## src/rtl/icu_pkg.sv

```systemverilog
package icu_pkg;
  typedef enum logic [1:0] {
    REG_CTRL = 2'd0,
    REG_FLAG = 2'd1,
    REG_EN   = 2'd2,
    REG_PRIO = 2'd3
  } reg_sel_e;

  typedef struct packed {
    logic two_lvl;
    logic lo_en;
    logic hi_en;
  } ctrl_t;

  localparam int unsigned CTRL_W = 3;
endpackage

```

## src/rtl/icu_src_regs.sv

```systemverilog
module icu_src_regs #(
  parameter int unsigned N_SRC = 5
) (
  input  logic             clk_i,
  input  logic             rst_ni,
  input  logic             wr_flag_i,
  input  logic             wr_en_i,
  input  logic             wr_prio_i,
  input  logic [N_SRC-1:0] wdata_i,
  input  logic [N_SRC-1:0] evt_i,
  output logic [N_SRC-1:0] flag_o,
  output logic [N_SRC-1:0] en_o,
  output logic [N_SRC-1:0] prio_o
);
  for (genvar k = 0; k < N_SRC; k++) begin : g_src
    logic flag_q, en_q, prio_q;

    always_ff @(posedge clk_i or negedge rst_ni) begin
      if (!rst_ni) begin
        flag_q <= 1'b0;
        en_q   <= 1'b0;
        prio_q <= 1'b0;
      end else begin
        // event set dominates a clearing write in the same cycle
        if (evt_i[k])       flag_q <= 1'b1;
        else if (wr_flag_i) flag_q <= wdata_i[k];
        if (wr_en_i)        en_q   <= wdata_i[k];
        if (wr_prio_i)      prio_q <= wdata_i[k];
      end
    end

    assign flag_o[k] = flag_q;
    assign en_o[k]   = en_q;
    assign prio_o[k] = prio_q;


    evt_sets_flag_chk: assert property (@(posedge clk_i) disable iff (!rst_ni)
      evt_i[k] |=> flag_o[k]);
  end


  flag_sticky_chk: assert property (@(posedge clk_i) disable iff (!rst_ni)
    !wr_flag_i |=> ((flag_o & $past(flag_o)) == $past(flag_o)));
endmodule

```

## src/rtl/icu_resolve.sv

```systemverilog
module icu_resolve
  import icu_pkg::*;
#(
  parameter int unsigned       N_SRC     = 5,
  parameter logic [N_SRC-1:0]  CORE_MASK = 5'b01111
) (
  input  logic [N_SRC-1:0] flag_i,
  input  logic [N_SRC-1:0] en_i,
  input  logic [N_SRC-1:0] prio_i,
  input  ctrl_t            ctrl_i,
  output logic             hi_req_o,
  output logic             lo_req_o
);
  logic [N_SRC-1:0] pend;
  logic [N_SRC-1:0] compat_ok;
  logic             any_compat, any_hi, any_lo;

  assign pend = flag_i & en_i;

  // compatibility mode: peripheral sources need the peripheral gate
  for (genvar k = 0; k < N_SRC; k++) begin : g_gate
    if (CORE_MASK[k]) begin : g_core
      assign compat_ok[k] = pend[k];
    end else begin : g_periph
      assign compat_ok[k] = pend[k] & ctrl_i.lo_en;
    end
  end

  assign any_compat = |compat_ok;
  assign any_hi     = |(pend & prio_i);
  assign any_lo     = |(pend & ~prio_i);

  always_comb begin
    hi_req_o = 1'b0;
    lo_req_o = 1'b0;
    if (ctrl_i.hi_en) begin
      if (ctrl_i.two_lvl) begin
        hi_req_o = any_hi;
        lo_req_o = any_lo & ctrl_i.lo_en;
      end else begin
        hi_req_o = any_compat;
      end
    end
  end
endmodule

```

## src/rtl/icu_ctrl.sv

```systemverilog
module icu_ctrl
  import icu_pkg::*;
(
  input  logic              clk_i,
  input  logic              rst_ni,
  input  logic              wr_ctrl_i,
  input  logic [CTRL_W-1:0] wdata_i,
  input  logic              take_hi_i,
  input  logic              take_lo_i,
  input  logic              reti_i,
  output ctrl_t             ctrl_o
);
  ctrl_t ctrl_q, ctrl_d;
  logic  hi_act_q, hi_act_d;
  logic  lo_act_q, lo_act_d;

  always_comb begin
    ctrl_d   = ctrl_q;
    hi_act_d = hi_act_q;
    lo_act_d = lo_act_q;
    if (wr_ctrl_i) ctrl_d = ctrl_t'(wdata_i);
    if (reti_i) begin
      if (hi_act_q) begin
        ctrl_d.hi_en = 1'b1;
        hi_act_d     = 1'b0;
      end else if (lo_act_q) begin
        ctrl_d.lo_en = 1'b1;
        lo_act_d     = 1'b0;
      end
    end
    if (take_hi_i) begin
      ctrl_d.hi_en = 1'b0;
      hi_act_d     = 1'b1;
    end else if (take_lo_i) begin
      ctrl_d.lo_en = 1'b0;
      lo_act_d     = 1'b1;
    end
  end

  always_ff @(posedge clk_i or negedge rst_ni) begin
    if (!rst_ni) begin
      ctrl_q   <= '0;
      hi_act_q <= 1'b0;
      lo_act_q <= 1'b0;
    end else begin
      ctrl_q   <= ctrl_d;
      hi_act_q <= hi_act_d;
      lo_act_q <= lo_act_d;
    end
  end

  assign ctrl_o = ctrl_q;


  take_hi_clears_chk: assert property (@(posedge clk_i) disable iff (!rst_ni)
    take_hi_i |=> !ctrl_o.hi_en);


  take_lo_keeps_hi_chk: assert property (@(posedge clk_i) disable iff (!rst_ni)
    (take_lo_i && !wr_ctrl_i) |=> (!ctrl_o.lo_en && ctrl_o.hi_en == $past(ctrl_o.hi_en)));


  reti_restores_chk: assert property (@(posedge clk_i) disable iff (!rst_ni)
    (reti_i && hi_act_q && !take_hi_i) |=> ctrl_o.hi_en);
endmodule

```

## src/rtl/icu_two_level.sv

```systemverilog
module icu_two_level
  import icu_pkg::*;
#(
  parameter int unsigned      N_SRC     = 5,
  parameter int unsigned      DATA_W    = 8,
  parameter int unsigned      ADDR_W    = 2,
  parameter int unsigned      VEC_W     = 16,
  parameter logic [N_SRC-1:0] CORE_MASK = 5'b01111,
  parameter logic [VEC_W-1:0] VEC_HI    = 16'h0008,
  parameter logic [VEC_W-1:0] VEC_LO    = 16'h0018
) (
  input  logic              clk_i,
  input  logic              rst_ni,
  input  logic              we_i,
  input  logic [ADDR_W-1:0] addr_i,
  input  logic [DATA_W-1:0] wdata_i,
  output logic [DATA_W-1:0] rdata_o,
  input  logic [N_SRC-1:0]  evt_i,
  input  logic              ack_i,
  input  logic              reti_i,
  output logic              irq_o,
  output logic              lvl_o,
  output logic [VEC_W-1:0]  vec_o
);
  reg_sel_e         sel;
  logic             wr_ctrl, wr_flag, wr_en, wr_prio;
  logic [N_SRC-1:0] flag, en, prio;
  ctrl_t            ctrl;
  logic             hi_req, lo_req;

  assign sel     = reg_sel_e'(addr_i[1:0]);
  assign wr_ctrl = we_i && (sel == REG_CTRL);
  assign wr_flag = we_i && (sel == REG_FLAG);
  assign wr_en   = we_i && (sel == REG_EN);
  assign wr_prio = we_i && (sel == REG_PRIO);

  icu_src_regs #(.N_SRC(N_SRC)) u_src (
    .clk_i     (clk_i),
    .rst_ni    (rst_ni),
    .wr_flag_i (wr_flag),
    .wr_en_i   (wr_en),
    .wr_prio_i (wr_prio),
    .wdata_i   (wdata_i[N_SRC-1:0]),
    .evt_i     (evt_i),
    .flag_o    (flag),
    .en_o      (en),
    .prio_o    (prio)
  );

  icu_resolve #(.N_SRC(N_SRC), .CORE_MASK(CORE_MASK)) u_res (
    .flag_i   (flag),
    .en_i     (en),
    .prio_i   (prio),
    .ctrl_i   (ctrl),
    .hi_req_o (hi_req),
    .lo_req_o (lo_req)
  );

  icu_ctrl u_ctrl (
    .clk_i     (clk_i),
    .rst_ni    (rst_ni),
    .wr_ctrl_i (wr_ctrl),
    .wdata_i   (wdata_i[CTRL_W-1:0]),
    .take_hi_i (ack_i && hi_req),
    .take_lo_i (ack_i && !hi_req && lo_req),
    .reti_i    (reti_i),
    .ctrl_o    (ctrl)
  );

  assign irq_o = hi_req | lo_req;
  assign lvl_o = hi_req;

  always_comb begin
    vec_o = '0;
    if (hi_req)      vec_o = VEC_HI;
    else if (lo_req) vec_o = VEC_LO;
  end

  always_comb begin
    rdata_o = '0;
    unique case (sel)
      REG_CTRL: rdata_o = DATA_W'(ctrl);
      REG_FLAG: rdata_o = DATA_W'(flag);
      REG_EN:   rdata_o = DATA_W'(en);
      REG_PRIO: rdata_o = DATA_W'(prio);
      default:  rdata_o = '0;
    endcase
  end


  master_gate_chk: assert property (@(posedge clk_i) disable iff (!rst_ni)
    !ctrl.hi_en |-> (!irq_o && vec_o == '0));


  hi_vec_chk: assert property (@(posedge clk_i) disable iff (!rst_ni)
    (irq_o && lvl_o) |-> (vec_o == VEC_HI));


  lo_needs_both_chk: assert property (@(posedge clk_i) disable iff (!rst_ni)
    (irq_o && !lvl_o) |-> (ctrl.two_lvl && ctrl.lo_en && ctrl.hi_en && vec_o == VEC_LO));


  pend_needs_unmask_chk: assert property (@(posedge clk_i) disable iff (!rst_ni)
    irq_o |-> ((flag & en) != '0));
endmodule

```

## config.mk

```make
export PLATFORM = sky130hd
export DESIGN_NAME = icu_two_level
export DESIGN_NICKNAME = d
export VERILOG_FILES = /design/src/rtl/icu_pkg.sv /design/src/rtl/icu_src_regs.sv /design/src/rtl/icu_resolve.sv /design/src/rtl/icu_ctrl.sv /design/src/rtl/icu_two_level.sv
export SDC_FILE = /design/constraint.sdc
export NUM_CORES = 1
export LEC_CHECK = 0
export ABC_CLOCK_PERIOD_IN_PS = 2500
export BUFFER_PORTS_ARGS = -buffer_cell sky130_fd_sc_hd__buf_2
export CORE_MARGIN = 5
export CORE_UTILIZATION = 53
export DETAILED_ROUTE_END_ITERATION = 6
export HOLD_SLACK_MARGIN = 0.08
export PLACE_DENSITY = 0.84
export SYNTH_ARGS = -nofsm -noshare
export SYNTH_HDL_FRONTEND = slang
export SYNTH_HIERARCHICAL = 1
export SYNTH_SLANG_ARGS = --single-unit
```

## constraint.sdc

```tcl
create_clock -name clk_i -period 2.5 [get_ports clk_i]
set_input_delay 0.5 -clock clk_i [delete_from_list [all_inputs] [get_ports clk_i]]
set_output_delay 0.5 -clock clk_i [all_outputs]
set_load 0.01 [all_outputs]
```

=== Word level (Yosys, flattened, before mapping) ===
Cells that the tools add are included.

* Register bits after elaboration: 20
* Input port bits: 20
* Word-level logic and storage cells: 79

* Equality and inequality tests: 3
* Mux-type cells: 31
* Bitwise operators: 7
* Reduce and logical (&&, ||, !) cells: 18

{| class="wikitable"
|+ Operators with widths
! cell !! count
|-
| $pmux 8 s4 || 1
|-
| $mux 1 || 26
|-
| $and 5x5->5 || 3
|-
| $reduce_or 5->1 || 3
|-
| $reduce_bool 2->1 || 6
|-
| $mux 5 || 2
|-
| $logic_and 1x1->1 || 7
|-
| $not 5->5 || 1
|-
| $eq 2x2->1 const B || 2
|-
| $mux 2 || 2
|-
| $and 1x1->1 || 2
|-
| $eq 2x1->1 const B || 1
|-
| $logic_not 2->1 || 1
|-
| $logic_not 1->1 || 1
|-
| $or 1x1->1 || 1
|}

=== Logic depth before layout (Yosys ltp) ===
Gate-level depths: netlist of run 1.

* Depth after elaboration: 10
* Gate-level depth with buffers: 8
* Gate-level depth less buffers: 7

=== Hierarchy ===
Netlist of run 1, hierarchy kept.

{| class="wikitable"
|+ By module, submodules not included
! module !! times used !! cells each !! area each (µm²) !! seq. area each (µm²)
|-
| icu_src_regs || 1 || 51 || 696.9 || 375.4
|-
| icu_two_level || 1 || 38 || 327.8 || 0.0
|-
| icu_ctrl || 1 || 17 || 209.0 || 125.1
|-
| icu_resolve || 1 || 19 || 120.1 || 0.0
|}

=== Worst setup path after synthesis of run 1 ===
No wires, ideal clock.

* Kind: register to output
* Start: register u_src.g_src[1].flag_q
* End: output port vec_o[3]
* Arrival: 1.410 ns
* Required time: 2.000 ns
* Slack: 0.590 ns
* Cell stages (with the launch flop): 7
* Path buffers: 2
* Cell sequence: dfrtp_1 -> buf_4 -> a22oi_1 -> nand4_1 -> o211a_1 -> or2_2 -> buf_4

{| class="wikitable"
|+ RTL lines
! what !! line !! text
|-
| start, declared || icu_src_regs.sv:16 || <nowiki>logic flag_q, en_q, prio_q;</nowiki>
|-
| start signal, assigned || icu_src_regs.sv:26 || <nowiki>else if (wr_flag_i) flag_q <= wdata_i[k];</nowiki>
|-
| $and 5x5->5 * || icu_resolve.sv:18 || <nowiki>assign pend = flag_i & en_i;</nowiki>
|-
| $and 5x5->5 || icu_resolve.sv:30 || <nowiki>assign any_hi = |(pend & prio_i);</nowiki>
|-
| $reduce_or 5->1 || icu_resolve.sv:30 ||
|-
| $mux 1 * || icu_resolve.sv:37 || <nowiki>if (ctrl_i.two_lvl) begin</nowiki>
|-
| $mux 1 * || icu_resolve.sv:36 || <nowiki>if (ctrl_i.hi_en) begin</nowiki>
|-
| net lvl_o || icu_two_level.sv:22 || <nowiki>output logic lvl_o,</nowiki>
|-
| $mux 5 * || icu_two_level.sv:75 || <nowiki>if (hi_req) vec_o = VEC_HI;</nowiki>
|-
| end, declared || icu_two_level.sv:23 || <nowiki>output logic [VEC_W-1:0] vec_o</nowiki>
|}

Mark *: on every way through the listed nets, which the timed path passes. The rest lies on a longest branch.

=== Worst setup path in the final report of run 1 ===
* Start: register u_src.g_src[1].flag_q
* End: output port vec_o[3]

* Longest elaborated chain between the ends: 8

{| class="wikitable"
|+ RTL lines
! what !! line !! text
|-
| $and 5x5->5 * || icu_resolve.sv:18 ||
|-
| $and 5x5->5 || icu_resolve.sv:31 || <nowiki>assign any_lo = |(pend & ~prio_i);</nowiki>
|-
| $reduce_or 5->1 || icu_resolve.sv:31 ||
|-
| $and 1x1->1 || icu_resolve.sv:39 || <nowiki>lo_req_o = any_lo & ctrl_i.lo_en;</nowiki>
|-
| $mux 1 || icu_resolve.sv:37 ||
|-
| $mux 1 || icu_resolve.sv:36 ||
|-
| $mux 5 || icu_two_level.sv:76 || <nowiki>else if (lo_req) vec_o = VEC_LO;</nowiki>
|-
| $mux 5 * || icu_two_level.sv:75 ||
|}

Every way passes the cells marked *; elsewhere a longest branch is shown, timed or not.

==> run summary, run 1 <==
PwrDens: 721.0 nW/µm²
P_int: 647.1 µW
vias in the first global route: 863
Synth Register Bits: 20
hold_buf cts: 0
total gr overflow: 0
Skew-Pair Late Insertion Delay: 300 ps
Synth area leader: dfrtp_1
WP buf/inv: 1
worst path cell trace: a22oi_1 > nand4_1 > o211a_1 > or2_2 > buf_2
root buf cell: clkbuf_4
Clock Path Buffers: 2
IO buf count: 25
Layout area overhead: -1.202%
Switching Power: 317.3 µW
Nets: 155
initial antenna violation count: 0
Combinational Power Share: 0.333
DRC Markers: 0
DR iter-0 viols: 26
Synth Area per Inst: 10.83 µm²
Worst Setup Start Kind: flop
commonest cells after routing, fill and taps aside: buf_2 (25), dfrtp_1 (20), conb_1 (17)
share of layout cells above drive strength 1: 0.3731
status: complete, no violations
DP Area: 1301 µm²
WL final: 2394 µm
Tmin final: 2200 ps
Initial Utilization: 0.5515
pin count of the biggest net entering global routing: 21
Max-slew headroom: 0.5735
ANT cells: 0
leakage: 0.6403 nW
die height: 60.54 µm
synthesized instance count: 125
Final setup viols: 0
Ports: 46
CP endpoint kind: output port
clk_skew: 3.707 ps
first-pass GRT wire length: 3953 µm
Die Area: 3665 µm²
Setup TNS: 0 ps
Clk pin slew, worst setup/hold paths: 110 ps
Core Region: 2455 µm²
Clock Sink Count: 20
post-synthesis cell area: 1354 µm²
Final Hold Violating Endpoints: 0
commonest non-fill, non-tap cell in the layout: buf_2
Worst Tran Pin Value: 638.4 ps
num rows: 18
H-tree depth: 1
vias per cell: 5.341
max incr delay on CP: 430 ps
CTS resizes: 0
total of max-cap violations: 0
sequential element share of the synthesized area: 0.3697
slowest CP cell: dfrtp_1
fin crit share: 0.8799
Setup Fix Bufs, Post-CTS: 0
gr usage total: 0.1455
Reg power frac: 0.473
Slew Viols, Final: 0
Routed WL per cell: 14.60 µm
design area: 1338 µm²
Worst Setup Path Type: flop to output port
Clk pwr share: 0.194
Worst EP arrival: 1700 ps
switch share: 0.3290
ranking of synthesized cells by area: dfrtp_1 (37%), buf_4 (18%), mux2_2 (9.1%)
TritonCTS clock tree: done
crit-path max FO: 5
critical path required time: 2000 ps
DPL Wire Length: 1907 µm
Max Fclk: 454.6 MHz
post-synth top area share: 0.3697
Die Wd: 60.54 µm
yosys warns: 6
Crit path max-delay family: flip-flops
post-synth cell types: 34
TritonRoute pass-1 iters: 4
Num CTS Buffers: 3
via count: 876
Final ANT Viol Nets: 0
peak supply drop: 332.3 µV
RSZ-0062 raised after global routing: false
worst min-delay path class: input port to async pin
gp weighted congestion: 0.9561
[power groups by stage]
stage               Clock (mW)  Sequential, mW  Combinational [mW]
floorplan                    0           0.427               0.328
global placement             0           0.459               0.317
detailed placement           0           0.463               0.324
CTS                      0.195           0.455               0.324
global route             0.208           0.469               0.354
finish                   0.187           0.456               0.322
[per-layer routing]
layer  track usage  routed length (µm)  part of all wire
met5             0                   0                 0
met4       0.08050                  60             0.025
met1        0.1750                 908              0.38
met2        0.2454                1201              0.50
met3       0.02766                 224             0.094
[Yosys cell counts (all sizes together)]
cell    instances
nand4           2
and2            2
and3b           1
mux2           13
nand2b          1
buf            36
nor2            1
conb            1
o2111a          1
a21oi           2
a22oi           1
a211o           5
a21o            2
a22o            2
nand2           7
nor2b           8
o221ai          1
mux2i           2
inv             1
dfrtp          20
nand3           5
mux4            3
o211a           1
nor3b           1
or2             1
nand3b          2
and3            1
a31oi           1
o22ai           1
[flip-flops by register name (all words and copies together), names as in the netlist]
signal,cells
u_src/g_src.flag_q,5
u_ctrl/ctrl_o,3
u_src/g_src.en_q,5
u_src/g_src.prio_q,5
u_ctrl/hi_act_q,1
u_ctrl/lo_act_q,1
[cells by family after synthesis]
| kind of cell | Yosys count | share of synthesized area |
|---|---|---|
| mux | 18 | 0.1756 |
| flops | 20 | 0.3697 |
| simple gates | 32 | 0.1405 |
| other cells | 1 | 0.002770 |
| compound gates | 17 | 0.1054 |
| buf+inv | 37 | 0.2061 |
[layout make-up]
type	count	area [µm²]
fill	226	1117
tap	30	37.54
sequential	20	500.5
clock buffer	4	36.28
timing repair buffer	25	125.1
inverter	1	3.754
multi-input combinational	84	634.4
[final timing paths]
path	startpoint	endpoint	slack [ps]	cells past startpoint
worst max register to register	u_src/g_src[0].flag_q	u_ctrl/lo_act_q	930	7
min in group clk_i	evt_i[4]	u_src/g_src[4].flag_q	380	2
worst min-delay path	rst_ni	u_src/g_src[2].prio_q	130	1
worst min register to register	u_ctrl/lo_act_q	u_ctrl/lo_act_q	500	1
max in group asynchronous	rst_ni	u_src/g_src[4].en_q	2060	1
worst max-delay path	u_src/g_src[1].flag_q	vec_o[3]	300	5
[through the flow]
stage	hold slack [ps]	util	power [mW]	instances	worst slack, ps
after floorplan	204.4	-	0.7547	141	589.9
after global placement	455.5	0.5301	0.7753	160	585.5
after detailed placement	470.7	0.5301	0.7866	160	580.9
after CTS	124.7	0.5449	0.9754	164	291.0
after global routing	144.5	0.5449	1.032	164	213.6
final	128.4	0.5449	0.9644	164	300.2
No activity file was read; power rests on OpenSTA's default activity.
==> run 2: changes to the inputs <==
--- a/config.mk
+++ b/config.mk
@@ -6,12 +6,14 @@
 export NUM_CORES = 1
 export LEC_CHECK = 0
 export ABC_CLOCK_PERIOD_IN_PS = 2500
-export BUFFER_PORTS_ARGS = -buffer_cell sky130_fd_sc_hd__buf_2
 export CORE_MARGIN = 5
 export CORE_UTILIZATION = 53
+export CTS_BUF_LIST = sky130_fd_sc_hd__clkbuf_4 sky130_fd_sc_hd__clkbuf_8
+export CTS_CLUSTER_SIZE = 25
 export DETAILED_ROUTE_END_ITERATION = 6
+export DONT_BUFFER_PORTS = 1
 export HOLD_SLACK_MARGIN = 0.08
-export PLACE_DENSITY = 0.84
+export PLACE_DENSITY = 0.68
 export SYNTH_ARGS = -nofsm -noshare
 export SYNTH_HDL_FRONTEND = slang
 export SYNTH_HIERARCHICAL = 1
==> run 2 against run 1 <==
Maximum frequency is 3.0% higher. Global-route usage fell by 0.32 points. Register-to-register slack got worse by 190 ps. Count of clock-buffer cells in the layout down 1. Via count shrank 9.7%. First-iteration DRC count grew 15%.
==> run summary, run 2 (same netlist as run 1, synthesis figures left out) <==
DR iter-0 viols: 30
crit path to: irq_o
num rows: 18
Switching Power: 298.6 µW
Final setup viols: 0
Core Region: 2455 µm²
P_int: 576.8 µW
Reg2Reg Depth: 7
first-pass GRT wire length: 3739 µm
Worst Setup Start Kind: flop
Skew-Pair Late Insertion Delay: 300 ps
Slew Viols, Final: 0
CP Launch Point: u_src/g_src[1].flag_q
critical path required time: 2000 ps
Combinational Power Share: 0.305
gr usage total: 0.1424
Worst EP arrival: 1640 ps
Setup Fix Bufs, Post-CTS: 0
Reg power frac: 0.526
root buf cell: clkbuf_4
Worst Setup Path Type: flop to output port
multi-input logic area: 634.4 µm²
commonest non-fill, non-tap cell in the layout: dfrtp_1
gp weighted congestion: 0.8745
TritonCTS clock tree: done
RSZ-0062 raised after global routing: false
DPL Wire Length: 1895 µm
Routed WL per cell: 17.54 µm
crit-path max FO: 5
Max Fclk: 468.3 MHz
H-tree depth: 1
Layout area overhead: -10.72%
clk_skew: 3.388 ps
Worst Tran Pin Value: 890.7 ps
commonest cells after routing, fill and taps aside: dfrtp_1 (20), conb_1 (17), mux2_2 (11)
leakage: 0.5358 nW
Tmin final: 2135 ps
min-delay src: evt_i[2]
largest registers: u_src/g_src.en_q: 5 flops, u_src/g_src.flag_q: 5 flops, u_src/g_src.prio_q: 5 flops
register area: 500.5 µm²
total of max-cap violations: 0
worst r2r dst: u_ctrl/lo_act_q
Die Wd: 60.54 µm
die height: 60.54 µm
ANT cells: 0
fin crit share: 0.8541
switch share: 0.3411
Num CTS Buffers: 3
initial antenna violation count: 0
total gr overflow: 0
TritonRoute pass-1 iters: 4
Clk pwr share: 0.169
vias per cell: 5.691
Clk pin slew, worst setup/hold paths: 100 ps
peak supply drop: 349.7 µV
Setup TNS: 0 ps
share of layout cells above drive strength 1: 0.2202
IO buf count: 0
fin util: 0.4924
DRC Markers: 0
via count: 791
Clock Path Buffers: 2
CP endpoint kind: output port
PwrDens: 724.3 nW/µm²
hold_ws: 291.5 ps
Die Area: 3665 µm²
Nets: 131
Max-slew headroom: 0.4042
Ports: 46
pin count of the biggest net entering global routing: 21
R2R setup slack: 740 ps
Fill cells: 229
Final Hold Violating Endpoints: 0
Final ANT Viol Nets: 0
vias in the first global route: 780
status: complete, no violations
Clock Sink Count: 20
Initial Utilization: 0.5515
WL final: 2438 µm
Worst R2R Start: u_src/g_src[3].flag_q
worst min-delay path class: input port to flop
CTS resizes: 0
hold_buf cts: 1
## run 2: cell count changes in the layout (fill, tap and decap cells not counted), sizes merged
cell and change:
buf -25, clkbuf -1, dlygate4sd3 +1
## run 2: worst min-delay path by stage
stage                                       end  cells after the start  slack (ps)
after floorplan                u_ctrl/ctrl_o[0]                      0         200
after global placement      u_src/g_src[3].en_q                      0         210
after detailed placement       u_ctrl/ctrl_o[0]                      0         210
after CTS                 u_src/g_src[2].flag_q                      1         290
after global routing      u_src/g_src[2].flag_q                      1         290
final                     u_src/g_src[2].flag_q                      1         290
## run 2: final cells by class
cell class                 count  area share
timing repair buffer           1    0.008282
sequential                    20      0.4141
tap                           30     0.03106
multi-input combinational     84      0.5248
clock buffer                   3     0.01863
inverter                       1    0.003106
## run 2: power by group through the flow
stage / logic, mW / clock network (mW) / registers, mW
finish: 0.267 / 0.148 / 0.461
floorplan: 0.328 / 0 / 0.427
CTS: 0.269 / 0.153 / 0.460
global route: 0.292 / 0.165 / 0.472
global placement: 0.253 / 0 / 0.462
detailed placement: 0.259 / 0 / 0.467
## run 2: worst max-delay path, cell delays in order, from the launching register on
cell and delay [ps]:
dfrtp_1 430, a22oi_1 210, nand4_1 120, o211a_1 190, or2_2 380
## run 2: per-stage QoR
stage	cells	setup slack [ps]	total power [mW]	area [µm²]
global route	139	277.7	0.9295	1209
global placement	135	707.4	0.7146	1176
finish	139	364.8	0.8754	1209
detailed placement	135	702.4	0.7267	1176
CTS	139	363.6	0.8825	1209
floorplan	141	589.9	0.7547	1414
## run 2: metal layers
metal,part of all wire,global-route usage,vias up
li1,-,-,366
met1,0.40,0.1734,382
met2,0.46,0.2284,36
met3,0.11,0.03617,7
met4,0.026,0.08359,0
met5,0,0,-
==> run 3: changes to the inputs <==
--- a/config.mk
+++ b/config.mk
@@ -5,7 +5,7 @@
 export SDC_FILE = /design/constraint.sdc
 export NUM_CORES = 1
 export LEC_CHECK = 0
-export ABC_CLOCK_PERIOD_IN_PS = 2500
+export ABC_CLOCK_PERIOD_IN_PS = 2100
 export CORE_MARGIN = 5
 export CORE_UTILIZATION = 53
 export CTS_BUF_LIST = sky130_fd_sc_hd__clkbuf_4 sky130_fd_sc_hd__clkbuf_8
==> constraint.sdc (replaced) <==
create_clock -name clk_i -period 2.1 [get_ports clk_i]
set_input_delay 0.42 -clock clk_i [delete_from_list [all_inputs] [get_ports clk_i]]
set_output_delay 0.42 -clock clk_i [all_outputs]
set_load 0.01 [all_outputs]
==> run 3 against run 2 <==
Utilization grew 0.92 points. First-iteration DRC count down 30%. Via count up 2.0%. Worst hold slack worse by 80 ps. Cell count increased by 1.4%. Wire length about the same. Count of clock-buffer cells in the layout stayed put. Setup slack worse by 290 ps. Critical path depth stayed put. Power up 22%. Non-clock buffer count up 2.
==> run summary, run 3 (same netlist as run 1, synthesis figures left out) <==
Fill cells: 226
Max Fclk: 493.0 MHz
Worst R2R Start: u_src/g_src[3].flag_q
Clk pin slew, worst setup/hold paths: 100 ps
peak supply drop: 396.7 µV
Reg2Reg Depth: 7
Max-slew headroom: 0.4101
Final setup viols: 0
critical path required time: 1680 ps
leakage: 0.5408 nW
Worst EP arrival: 1610 ps
Worst Setup Path Type: flop to output port
Num CTS Buffers: 3
commonest cells after routing, fill and taps aside: dfrtp_1 (20), conb_1 (17), mux2_2 (11)
ANT cells: 0
pin count of the biggest net entering global routing: 21
commonest non-fill, non-tap cell in the layout: dfrtp_1
Post-Layout Cell Count: 141
Routed WL per cell: 17.30 µm
clk_skew: 7.021 ps
crit path to: irq_o
DR iter-0 viols: 21
largest registers: u_src/g_src.en_q: 5 flops, u_src/g_src.flag_q: 5 flops, u_src/g_src.prio_q: 5 flops
DP Cell Count: 135
Clock Path Buffers: 2
Layout area overhead: -9.057%
H-tree depth: 1
Slew Viols, Final: 0
RSZ-0062 raised after global routing: false
Final ANT Viol Nets: 0
IO buf count: 0
TritonRoute pass-1 iters: 3
DPL Wire Length: 1871 µm
Initial Utilization: 0.5515
Final Hold Violating Endpoints: 0
first-pass GRT wire length: 3726 µm
vias in the first global route: 796
fin crit share: 0.9658
Clock Sink Count: 20
Nets: 133
Worst Setup Start Kind: flop
via count: 807
total gr overflow: 0
crit-path max FO: 4
Core Region: 2455 µm²
TritonCTS clock tree: done
gr usage total: 0.1415
Setup TNS: 0 ps
min-delay src: evt_i[2]
Die Wd: 60.54 µm
Skew-Pair Late Insertion Delay: 300 ps
status: complete, no violations
Ports: 46
DRC Markers: 0
Tmin final: 2028 ps
vias per cell: 5.723
gp weighted congestion: 0.8553
CP endpoint kind: output port
worst min-delay path class: input port to flop
share of layout cells above drive strength 1: 0.2432
worst r2r dst: u_ctrl/ctrl_o[1]
R2R setup slack: 330 ps
die height: 60.54 µm
Die Area: 3665 µm²
Worst Tran Pin Value: 881.9 ps
total power: 1.064 mW
root buf cell: clkbuf_4
initial antenna violation count: 0
total of max-cap violations: 0
num rows: 18
PwrDens: 864.4 nW/µm²
CP Launch Point: u_src/g_src[3].flag_q
WL final: 2440 µm
## run 3: critical path, cell delays in order, from the launching register on
cell     delay, ps
dfrtp_1        430
nand3_1        110
nand4_1        130
o211a_4        280
or2_2          360
## run 3: cell type report
type                    count  area (µm²)  area share
repair buffers              3       25.02     0.02033
flip-flops and latches     20       500.5      0.4065
clock buffers               3       22.52     0.01829
multi-input cells          84       641.9      0.5213
well taps                  30       37.54     0.03049
inverters                   1       3.754    0.003049
## run 3: timing repair
| item | in CTS | in global routing |
|---|---|---|
| endpoints found under the hold margin | 20 | 0 |
| hold buffers | 1 | 0 |
| resized for setup | 0 | 1 |
| setup endpoints to repair | 0 | 2 |
| setup buffers | 0 | 2 |
## run 3: worst min path at each step
stage	end	slack, ps	cells after the start
global route	u_src/g_src[2].flag_q	200	1
finish	u_src/g_src[2].flag_q	210	1
CTS	u_src/g_src[2].flag_q	210	1
detailed placement	u_ctrl/ctrl_o[0]	130	0
floorplan	u_ctrl/ctrl_o[0]	120	0
global placement	u_src/g_src[3].en_q	130	0
## run 3: layer usage
metal	share of wire	global-route usage	vias up	routed length, µm
met5	0	0	-	0
met4	0.023	0.08978	0	57
met3	0.11	0.03830	6	264
met2	0.46	0.2238	36	1121
met1	0.41	0.1707	397	996
li1	-	-	368	-
## run 3: metrics by stage
step / utilization / cell area, µm² / setup WS (ps) / hold slack, ps
finish: 0.5015 / 1231 / 71.73 / 211.7
global route: 0.5015 / 1231 / 0.4602 / 203.9
CTS: 0.4924 / 1209 / 42.86 / 205.9
detailed placement: 0.4791 / 1176 / 369.8 / 125.0
global placement: 0.4791 / 1176 / 386.5 / 125.1
floorplan: - / 1414 / 269.9 / 124.4
## run 3: power by group
part | internal [mW] | total [mW] | leakage [nW] | switching (mW)
clock | 0.0668 | 0.175 | 0.0138 | 0.108
combinational | 0.174 | 0.340 | 0.300 | 0.166
sequential | 0.462 | 0.549 | 0.227 | 0.0871
